$ cat config.mk
export PLATFORM = sky130hd
export DESIGN_NAME = wdog_two_stage
export DESIGN_NICKNAME = d
export VERILOG_FILES = /design/src/rtl/wdog_pkg.sv /design/src/rtl/wdog_regs.sv /design/src/rtl/wdog_core.sv /design/src/rtl/wdog_two_stage.sv
export SDC_FILE = /design/constraint.sdc
export NUM_CORES = 1
export LEC_CHECK = 0
export BUFFER_PORTS_ARGS = -buffer_cell sky130_fd_sc_hd__buf_2
export CORE_AREA = 2 2 136 72
export CTS_CLUSTER_SIZE = 20
export DETAILED_ROUTE_END_ITERATION = 8
export DIE_AREA = 0 0 138 74
export GPL_TIMING_DRIVEN = 0
export PLACE_DENSITY = 0.79
export SLEW_MARGIN = 20
export SYNTH_ARGS = -nofsm -noshare
export SYNTH_HDL_FRONTEND = slang
export SYNTH_HIERARCHICAL = 1
export SYNTH_SLANG_ARGS = --single-unit
$ cat constraint.sdc
create_clock -name clk_i -period 3.1 [get_ports clk_i]
set_clock_uncertainty 0.05 [all_clocks]
set_input_delay 0.775 -clock clk_i [delete_from_list [all_inputs] [get_ports clk_i]]
set_output_delay 0.775 -clock clk_i [all_outputs]
set_load 0.05 [all_outputs]
$ cat src/rtl/wdog_pkg.sv
package wdog_pkg;
  localparam int unsigned ADDR_W = 12;
  localparam int unsigned DATA_W = 32;

  localparam logic [ADDR_W-1:0] OFF_START = 12'h000;
  localparam logic [ADDR_W-1:0] OFF_COUNT = 12'h004;
  localparam logic [ADDR_W-1:0] OFF_CTRL  = 12'h008;
  localparam logic [ADDR_W-1:0] OFF_ICLR  = 12'h00C;
  localparam logic [ADDR_W-1:0] OFF_RAW   = 12'h010;
  localparam logic [ADDR_W-1:0] OFF_MSK   = 12'h014;
  localparam logic [ADDR_W-1:0] OFF_LOCK  = 12'hC00;

  localparam logic [DATA_W-1:0] UNLOCK_KEY = 32'h1ACCE551;

  typedef struct packed {
    logic rst_en;
    logic run_en;
  } ctrl_t;
endpackage

$ cat src/rtl/wdog_regs.sv
module wdog_regs
  import wdog_pkg::*;
#(
  parameter int unsigned CNT_W = 32
) (
  input  logic              clk_i,
  input  logic              rst_ni,
  input  logic              psel_i,
  input  logic              penable_i,
  input  logic              pwrite_i,
  input  logic [ADDR_W-1:0] paddr_i,
  input  logic [DATA_W-1:0] pwdata_i,
  output logic [DATA_W-1:0] prdata_o,
  input  logic [CNT_W-1:0]  cnt_i,
  input  logic              irq_raw_i,
  output logic [CNT_W-1:0]  start_o,
  output ctrl_t             ctrl_o,
  output logic              reload_o,
  output logic [CNT_W-1:0]  reload_val_o,
  output logic              clr_o
);
  logic [CNT_W-1:0] start_q;
  ctrl_t            ctrl_q;
  logic             locked_q;
  logic             wr_en, wr_ok;

  assign wr_en = psel_i & penable_i & pwrite_i;
  assign wr_ok = wr_en & (~locked_q | (paddr_i == OFF_LOCK));

  always_ff @(posedge clk_i or negedge rst_ni) begin
    if (!rst_ni) begin
      start_q  <= '1;
      ctrl_q   <= '0;
      locked_q <= 1'b0;
    end else if (wr_ok) begin
      case (paddr_i)
        OFF_START: start_q  <= pwdata_i[CNT_W-1:0];
        OFF_CTRL:  ctrl_q   <= ctrl_t'(pwdata_i[1:0]);
        OFF_LOCK:  locked_q <= (pwdata_i != UNLOCK_KEY);
        default: ;
      endcase
    end
  end

  assign reload_o     = wr_ok & ((paddr_i == OFF_START) | (paddr_i == OFF_ICLR));
  assign reload_val_o = (paddr_i == OFF_START) ? pwdata_i[CNT_W-1:0] : start_q;
  assign clr_o        = wr_ok & (paddr_i == OFF_ICLR);
  assign start_o      = start_q;
  assign ctrl_o       = ctrl_q;

  always_comb begin
    prdata_o = '0;
    case (paddr_i)
      OFF_START: prdata_o = DATA_W'(start_q);
      OFF_COUNT: prdata_o = DATA_W'(cnt_i);
      OFF_CTRL:  prdata_o = DATA_W'(ctrl_q);
      OFF_RAW:   prdata_o = DATA_W'(irq_raw_i);
      OFF_MSK:   prdata_o = DATA_W'(irq_raw_i & ctrl_q.run_en);
      OFF_LOCK:  prdata_o = DATA_W'(locked_q);
      default:   prdata_o = '0;
    endcase
  end

  // locked writes outside the lock register leave state untouched
  assert_locked_ignore_R3: assert property (@(posedge clk_i) disable iff (!rst_ni)
    (locked_q && wr_en && paddr_i != OFF_LOCK) |=> ($stable(start_q) && $stable(ctrl_q)));

  assert_key_unlocks_R3: assert property (@(posedge clk_i) disable iff (!rst_ni)
    (wr_en && paddr_i == OFF_LOCK && pwdata_i == UNLOCK_KEY) |=> !locked_q);
endmodule

$ cat src/rtl/wdog_core.sv
module wdog_core #(
  parameter int unsigned CNT_W = 32
) (
  input  logic             clk_i,
  input  logic             rst_ni,
  input  logic             run_en_i,
  input  logic             rst_en_i,
  input  logic             reload_i,
  input  logic [CNT_W-1:0] reload_val_i,
  input  logic [CNT_W-1:0] start_i,
  input  logic             clr_i,
  output logic [CNT_W-1:0] cnt_o,
  output logic             irq_raw_o,
  output logic             rst_flag_o
);
  logic [CNT_W-1:0] cnt_q;
  logic             irq_q, rst_q;
  logic             expire;

  assign expire = run_en_i & ~reload_i & (cnt_q == '0);

  always_ff @(posedge clk_i or negedge rst_ni) begin
    if (!rst_ni) begin
      cnt_q <= '1;
      irq_q <= 1'b0;
      rst_q <= 1'b0;
    end else begin
      if (reload_i)      cnt_q <= reload_val_i;
      else if (expire)   cnt_q <= start_i;
      else if (run_en_i) cnt_q <= cnt_q - 1'b1;
      if (expire) begin
        irq_q <= 1'b1;
        if (irq_q && rst_en_i) rst_q <= 1'b1;
      end
      if (clr_i) irq_q <= 1'b0;
    end
  end

  assign cnt_o      = cnt_q;
  assign irq_raw_o  = irq_q;
  assign rst_flag_o = rst_q;

  assert_hold_R4: assert property (@(posedge clk_i) disable iff (!rst_ni)
    (!run_en_i && !reload_i) |=> $stable(cnt_q));

  assert_expire_R5: assert property (@(posedge clk_i) disable iff (!rst_ni)
    (run_en_i && !reload_i && cnt_q == '0) |=> (irq_q && cnt_q == $past(start_i)));

  assert_rst_cause_R6: assert property (@(posedge clk_i) disable iff (!rst_ni)
    $rose(rst_q) |-> ($past(irq_q) && $past(rst_en_i)));

  assert_rst_sticky_R6: assert property (@(posedge clk_i) disable iff (!rst_ni)
    rst_q |=> rst_q);

  assert_clear_R8: assert property (@(posedge clk_i) disable iff (!rst_ni)
    clr_i |=> !irq_q);
endmodule

$ cat src/rtl/wdog_two_stage.sv
module wdog_two_stage
  import wdog_pkg::*;
#(
  parameter int unsigned CNT_W = 32
) (
  input  logic              clk_i,
  input  logic              rst_ni,
  input  logic              psel_i,
  input  logic              penable_i,
  input  logic              pwrite_i,
  input  logic [ADDR_W-1:0] paddr_i,
  input  logic [DATA_W-1:0] pwdata_i,
  output logic [DATA_W-1:0] prdata_o,
  output logic              irq_o,
  output logic              rst_req_o
);
  logic [CNT_W-1:0] cnt, start, reload_val;
  logic             irq_raw, rst_flag, reload, clr;
  ctrl_t            ctrl;

  wdog_regs #(.CNT_W(CNT_W)) i_regs (
    .clk_i, .rst_ni, .psel_i, .penable_i, .pwrite_i, .paddr_i, .pwdata_i, .prdata_o,
    .cnt_i(cnt), .irq_raw_i(irq_raw), .start_o(start), .ctrl_o(ctrl),
    .reload_o(reload), .reload_val_o(reload_val), .clr_o(clr)
  );

  wdog_core #(.CNT_W(CNT_W)) i_core (
    .clk_i, .rst_ni, .run_en_i(ctrl.run_en), .rst_en_i(ctrl.rst_en),
    .reload_i(reload), .reload_val_i(reload_val), .start_i(start), .clr_i(clr),
    .cnt_o(cnt), .irq_raw_o(irq_raw), .rst_flag_o(rst_flag)
  );

  assign irq_o     = irq_raw & ctrl.run_en;
  assign rst_req_o = rst_flag & ctrl.rst_en;

  assert_irq_needs_raw_R7: assert property (@(posedge clk_i) disable iff (!rst_ni)
    irq_o |-> irq_raw);
endmodule

==> flow_metrics.tcl <==
set metrics [dict create \
    min_path_type "reg2reg" \
    ys.flop_type "dfstp_2" \
    nets_in_the_synthesized_netlist 529 \
    finalSetupViolations 32 \
    cp_num_buf_inv 4 \
    setup.worst_path.class "in2out" \
    critical_path_required_ns 2.27 \
    track_usage_pct 37.9 \
    postLayoutSetupSlackWorst_ns -0.126 \
    placement.io_buffers 82 \
    drive_above_1_share_pct 52.9 \
    critical_path_arrival_ns 2.40 \
    cellPowerDensity_mw_per_mm2 291 \
    seq_area_frac_synth_pct 36.2 \
    tritoncts "built" \
    cpLargestDelayFamily "simple AND/OR/NAND/NOR gates" \
    multi_input_comb_area_mm2 0.00330 \
    clkSlewWorstSetupHoldPaths_ns 0.05 \
    cp_max_fo 6 \
    route.top_layer_used "met4" \
    totalWireLength_um 19400 \
    final_period_minus_worst_setup_slack_ns 3.23 \
    grt_antenna_before_repair 0 \
    synth_cell_type_count 65 \
    crit_top_cell "buf_6" \
    maximum_number_of_pins_on_one_net_before_global_route_repair 45 \
    grt_pass1_vias 4999 \
    ctsHtreeMaxLevel 3 \
    floorplan.initialDensity_pct 55.1 \
    critical_path.startpoint_type "input port" \
    drt_first_pass_iters 5 \
    numCtsBuffers 9 \
    synthesis.area_per_instance_um2 10.4 \
    worst-slew-pin-transition_ns 0.909 \
    initialDrtViolationCount 823 \
    postRouteAntennaNets 0 \
    synth_edf_count 0 \
    postSynthCellCount 479 \
    synth.yosys.warnings 6 \
    final.fill_count 592 \
    layout.cells.non_filler 721 \
    placed_wire_length_estimate_after_detailed_placement_um 12100 \
    leakagePower_nw 3.18 \
    worstSetupEndpointType "output port" \
    cts.sinks 69 \
    violations "setup timing" \
    final_hold_violating_endpoints 0 \
    finalMaxSlewViolations 0 \
    critical_path_s_slowest_cell "or4_4" \
    fin_util_pct 76.1 \
    max_cap_violations 0 \
    rsz_0062_raised_after_global_routing "yes" \
    setup_tns_ns -2.47 \
    route.vias.total 5143 \
    routed-wl-met2_um 8160 \
    place_inst 683 \
    worstPathCellList "buf_8, or4_4, nor3b_4, buf_6, buf_12, a32o_1, a21o_1, buf_6" \
    area.sequential_mm2 0.00181 \
    wl_met3_um 2840 \
    top_level_port_count 83 \
    totalPowerFinal_w 0.00201 \
    chipHeight_um 74 \
    run_status "finished with violations" \
    global_route.overflow_total 0 \
    root_buffer "clkbuf_16" \
    drcViolationCount 0 \
    post_drt_via_cell_ratio 7.13 \
    highest_achievable_clock_rate_mhz 310 \
    async_reset_ff_share_pct 100 \
    min_period_over_period_pct 104 \
    yosys_register_bits 69 \
    cts_max_path_buffers 2 \
    wl_on_met1_um 7680 \
    first_pass_grt_wire_length_um 29100 \
    vdd.ir_drop.worst_mv 0.258 \
    timing.max_slew.rel_slack_pct 38.9 \
    cpPeakStageDelay_ns 0.56 \
    die_area_mm2 0.0102 \
    nets 645 \
    gpl.final_weighted_congestion 0.968 \
    core-area_mm2 0.00907 \
    fp-row-count 25 \
    syn-cell-area_mm2 0.00499 \
    areaGrowthSynthToFinish_pct 38.2 \
    insertion_delay_ns 0.34 \
    die_outline_width_um 138 \
    routedWlPerCell_um 26.9 \
]
[path summary, 6_finish.rpt]
check / start / end / slack [ns] / depth (start not counted)
worst min register to register: i_core/rst_flag_o / i_core/rst_flag_o / 0.41 / 1
min in group asynchronous: rst_ni / i_core/cnt_o[21] / 0.58 / 1
max in group asynchronous: rst_ni / i_regs/start_o[9] / 2.07 / 2
worst min-delay path: i_core/rst_flag_o / i_core/rst_flag_o / 0.41 / 1
worst max register to register: i_core/cnt_o[17] / i_core/cnt_o[17] / 0.15 / 8
worst max-delay path: paddr_i[1] / prdata_o[1] / -0.13 / 8
[registers in the layout, indices dropped and copies added, names as in the netlist]
| register | cells |
|---|---|
| i_core/rst_flag_o | 1 |
| i_regs/locked_q | 1 |
| i_core/cnt_o | 32 |
| i_regs/start_o | 32 |
| i_regs/ctrl_o | 2 |
| i_core/irq_raw_o | 1 |
[layer usage]
metal / GRT usage [%] / vias to the layer above
li1: - / 2072
met1: 51.2 / 2545
met2: 56.2 / 445
met3: 13.7 / 81
met4: 15.4 / 0
met5: 0 / -
[cell families (layout without fill, tap and decap cells)]
| group | Yosys count | in the layout | synth area share (%) |
|---|---|---|---|
| other cells | 0 | 1 | 0 |
| simple gates | 163 | 163 | 20.8 |
| compound gates | 113 | 113 | 15.9 |
| buf+inv | 36 | 156 | 4.06 |
| mux | 73 | 73 | 18.6 |
| flops | 69 | 69 | 36.2 |
| xor+xnor | 24 | 24 | 4.21 |
| fa+ha+maj | 1 | 1 | 0.250 |
[cell usage in the layout (no fill, tap or decap), types with 24 or more instances in the layout]
master	synthesis	routed
nand2_1	24	24
a22o_4	0	30
buf_2	9	46
dfstp_2	64	64
a21oi_1	28	27
mux2_2	29	29
nor2_1	34	33
nor3b_1	25	24
mux2_4	30	30
buf_8	0	36
[where the power goes]
| part | switching, W | internal, W | total (W) |
|---|---|---|---|
| Clock | 0.000386 | 0.000602 | 0.000988 |
| Sequential | 0.000000000383 | 0.000905 | 0.000905 |
| Combinational | 0.0000661 | 0.0000468 | 0.000113 |
| Total | 0.000452 | 0.00155 | 0.00201 |
[cells in the mapped netlist (all sizes together), types with 3 or more instances]
| cell type | instances | area, µm² |
|---|---|---|
| nor4 | 12 | 105 |
| and3 | 4 | 25.0 |
| inv | 7 | 26.3 |
| dfstp | 64 | 1680 |
| o31ai | 3 | 22.5 |
| or4 | 5 | 45.0 |
| o211ai | 10 | 80.1 |
| a22o | 31 | 272 |
| mux2i | 5 | 50.1 |
| nor4bb | 5 | 50.1 |
| mux2 | 68 | 878 |
| a21o | 3 | 22.5 |
| o21ai | 19 | 95.1 |
| xor2 | 9 | 78.8 |
| a221o | 4 | 40.0 |
| a22oi | 4 | 30.0 |
| nor2 | 36 | 145 |
| nand3 | 7 | 35.0 |
| nor3 | 7 | 46.3 |
| buf | 19 | 139 |
| dfrtp | 5 | 125 |
| xnor2 | 15 | 131 |
| or3 | 6 | 37.5 |
| clkbuf | 10 | 37.5 |
| a21oi | 28 | 140 |
| or4b | 3 | 30.0 |
| nor3b | 25 | 188 |
| nor4b | 4 | 41.3 |
| nand4 | 11 | 90.1 |
| nand2 | 24 | 90.1 |
[per-stage QoR]
stage	setup WS, ns	hold WS, ns	cell area (µm²)
floorplan	0.0632	0.384	5030
global placement	-0.650	0.393	5590
detailed placement	-0.733	0.402	5630
CTS	-0.0846	0.414	6690
global route	-0.141	0.425	6900
finish	-0.126	0.413	6900
[final cells by class]
cell class,count,area share (%)
Antenna cell,1,0.0363
Buffer,29,3.84
Clock buffer,14,3.97
Clock inverter,1,0.0725
Inverter,7,0.381
Multi-Input combinational cell,374,47.9
Sequential cell,69,26.2
Tap cell,121,2.19
Timing Repair Buffer,105,15.4
[timing repair]
action	in CTS	in global routing
cloned	3	2
hold buffers	0	0
pin swaps	21	18
setup endpoints to repair	60	58
buffers inserted	13	7
gates resized for setup	142	43
No activity file was read; power rests on OpenSTA's default activity.
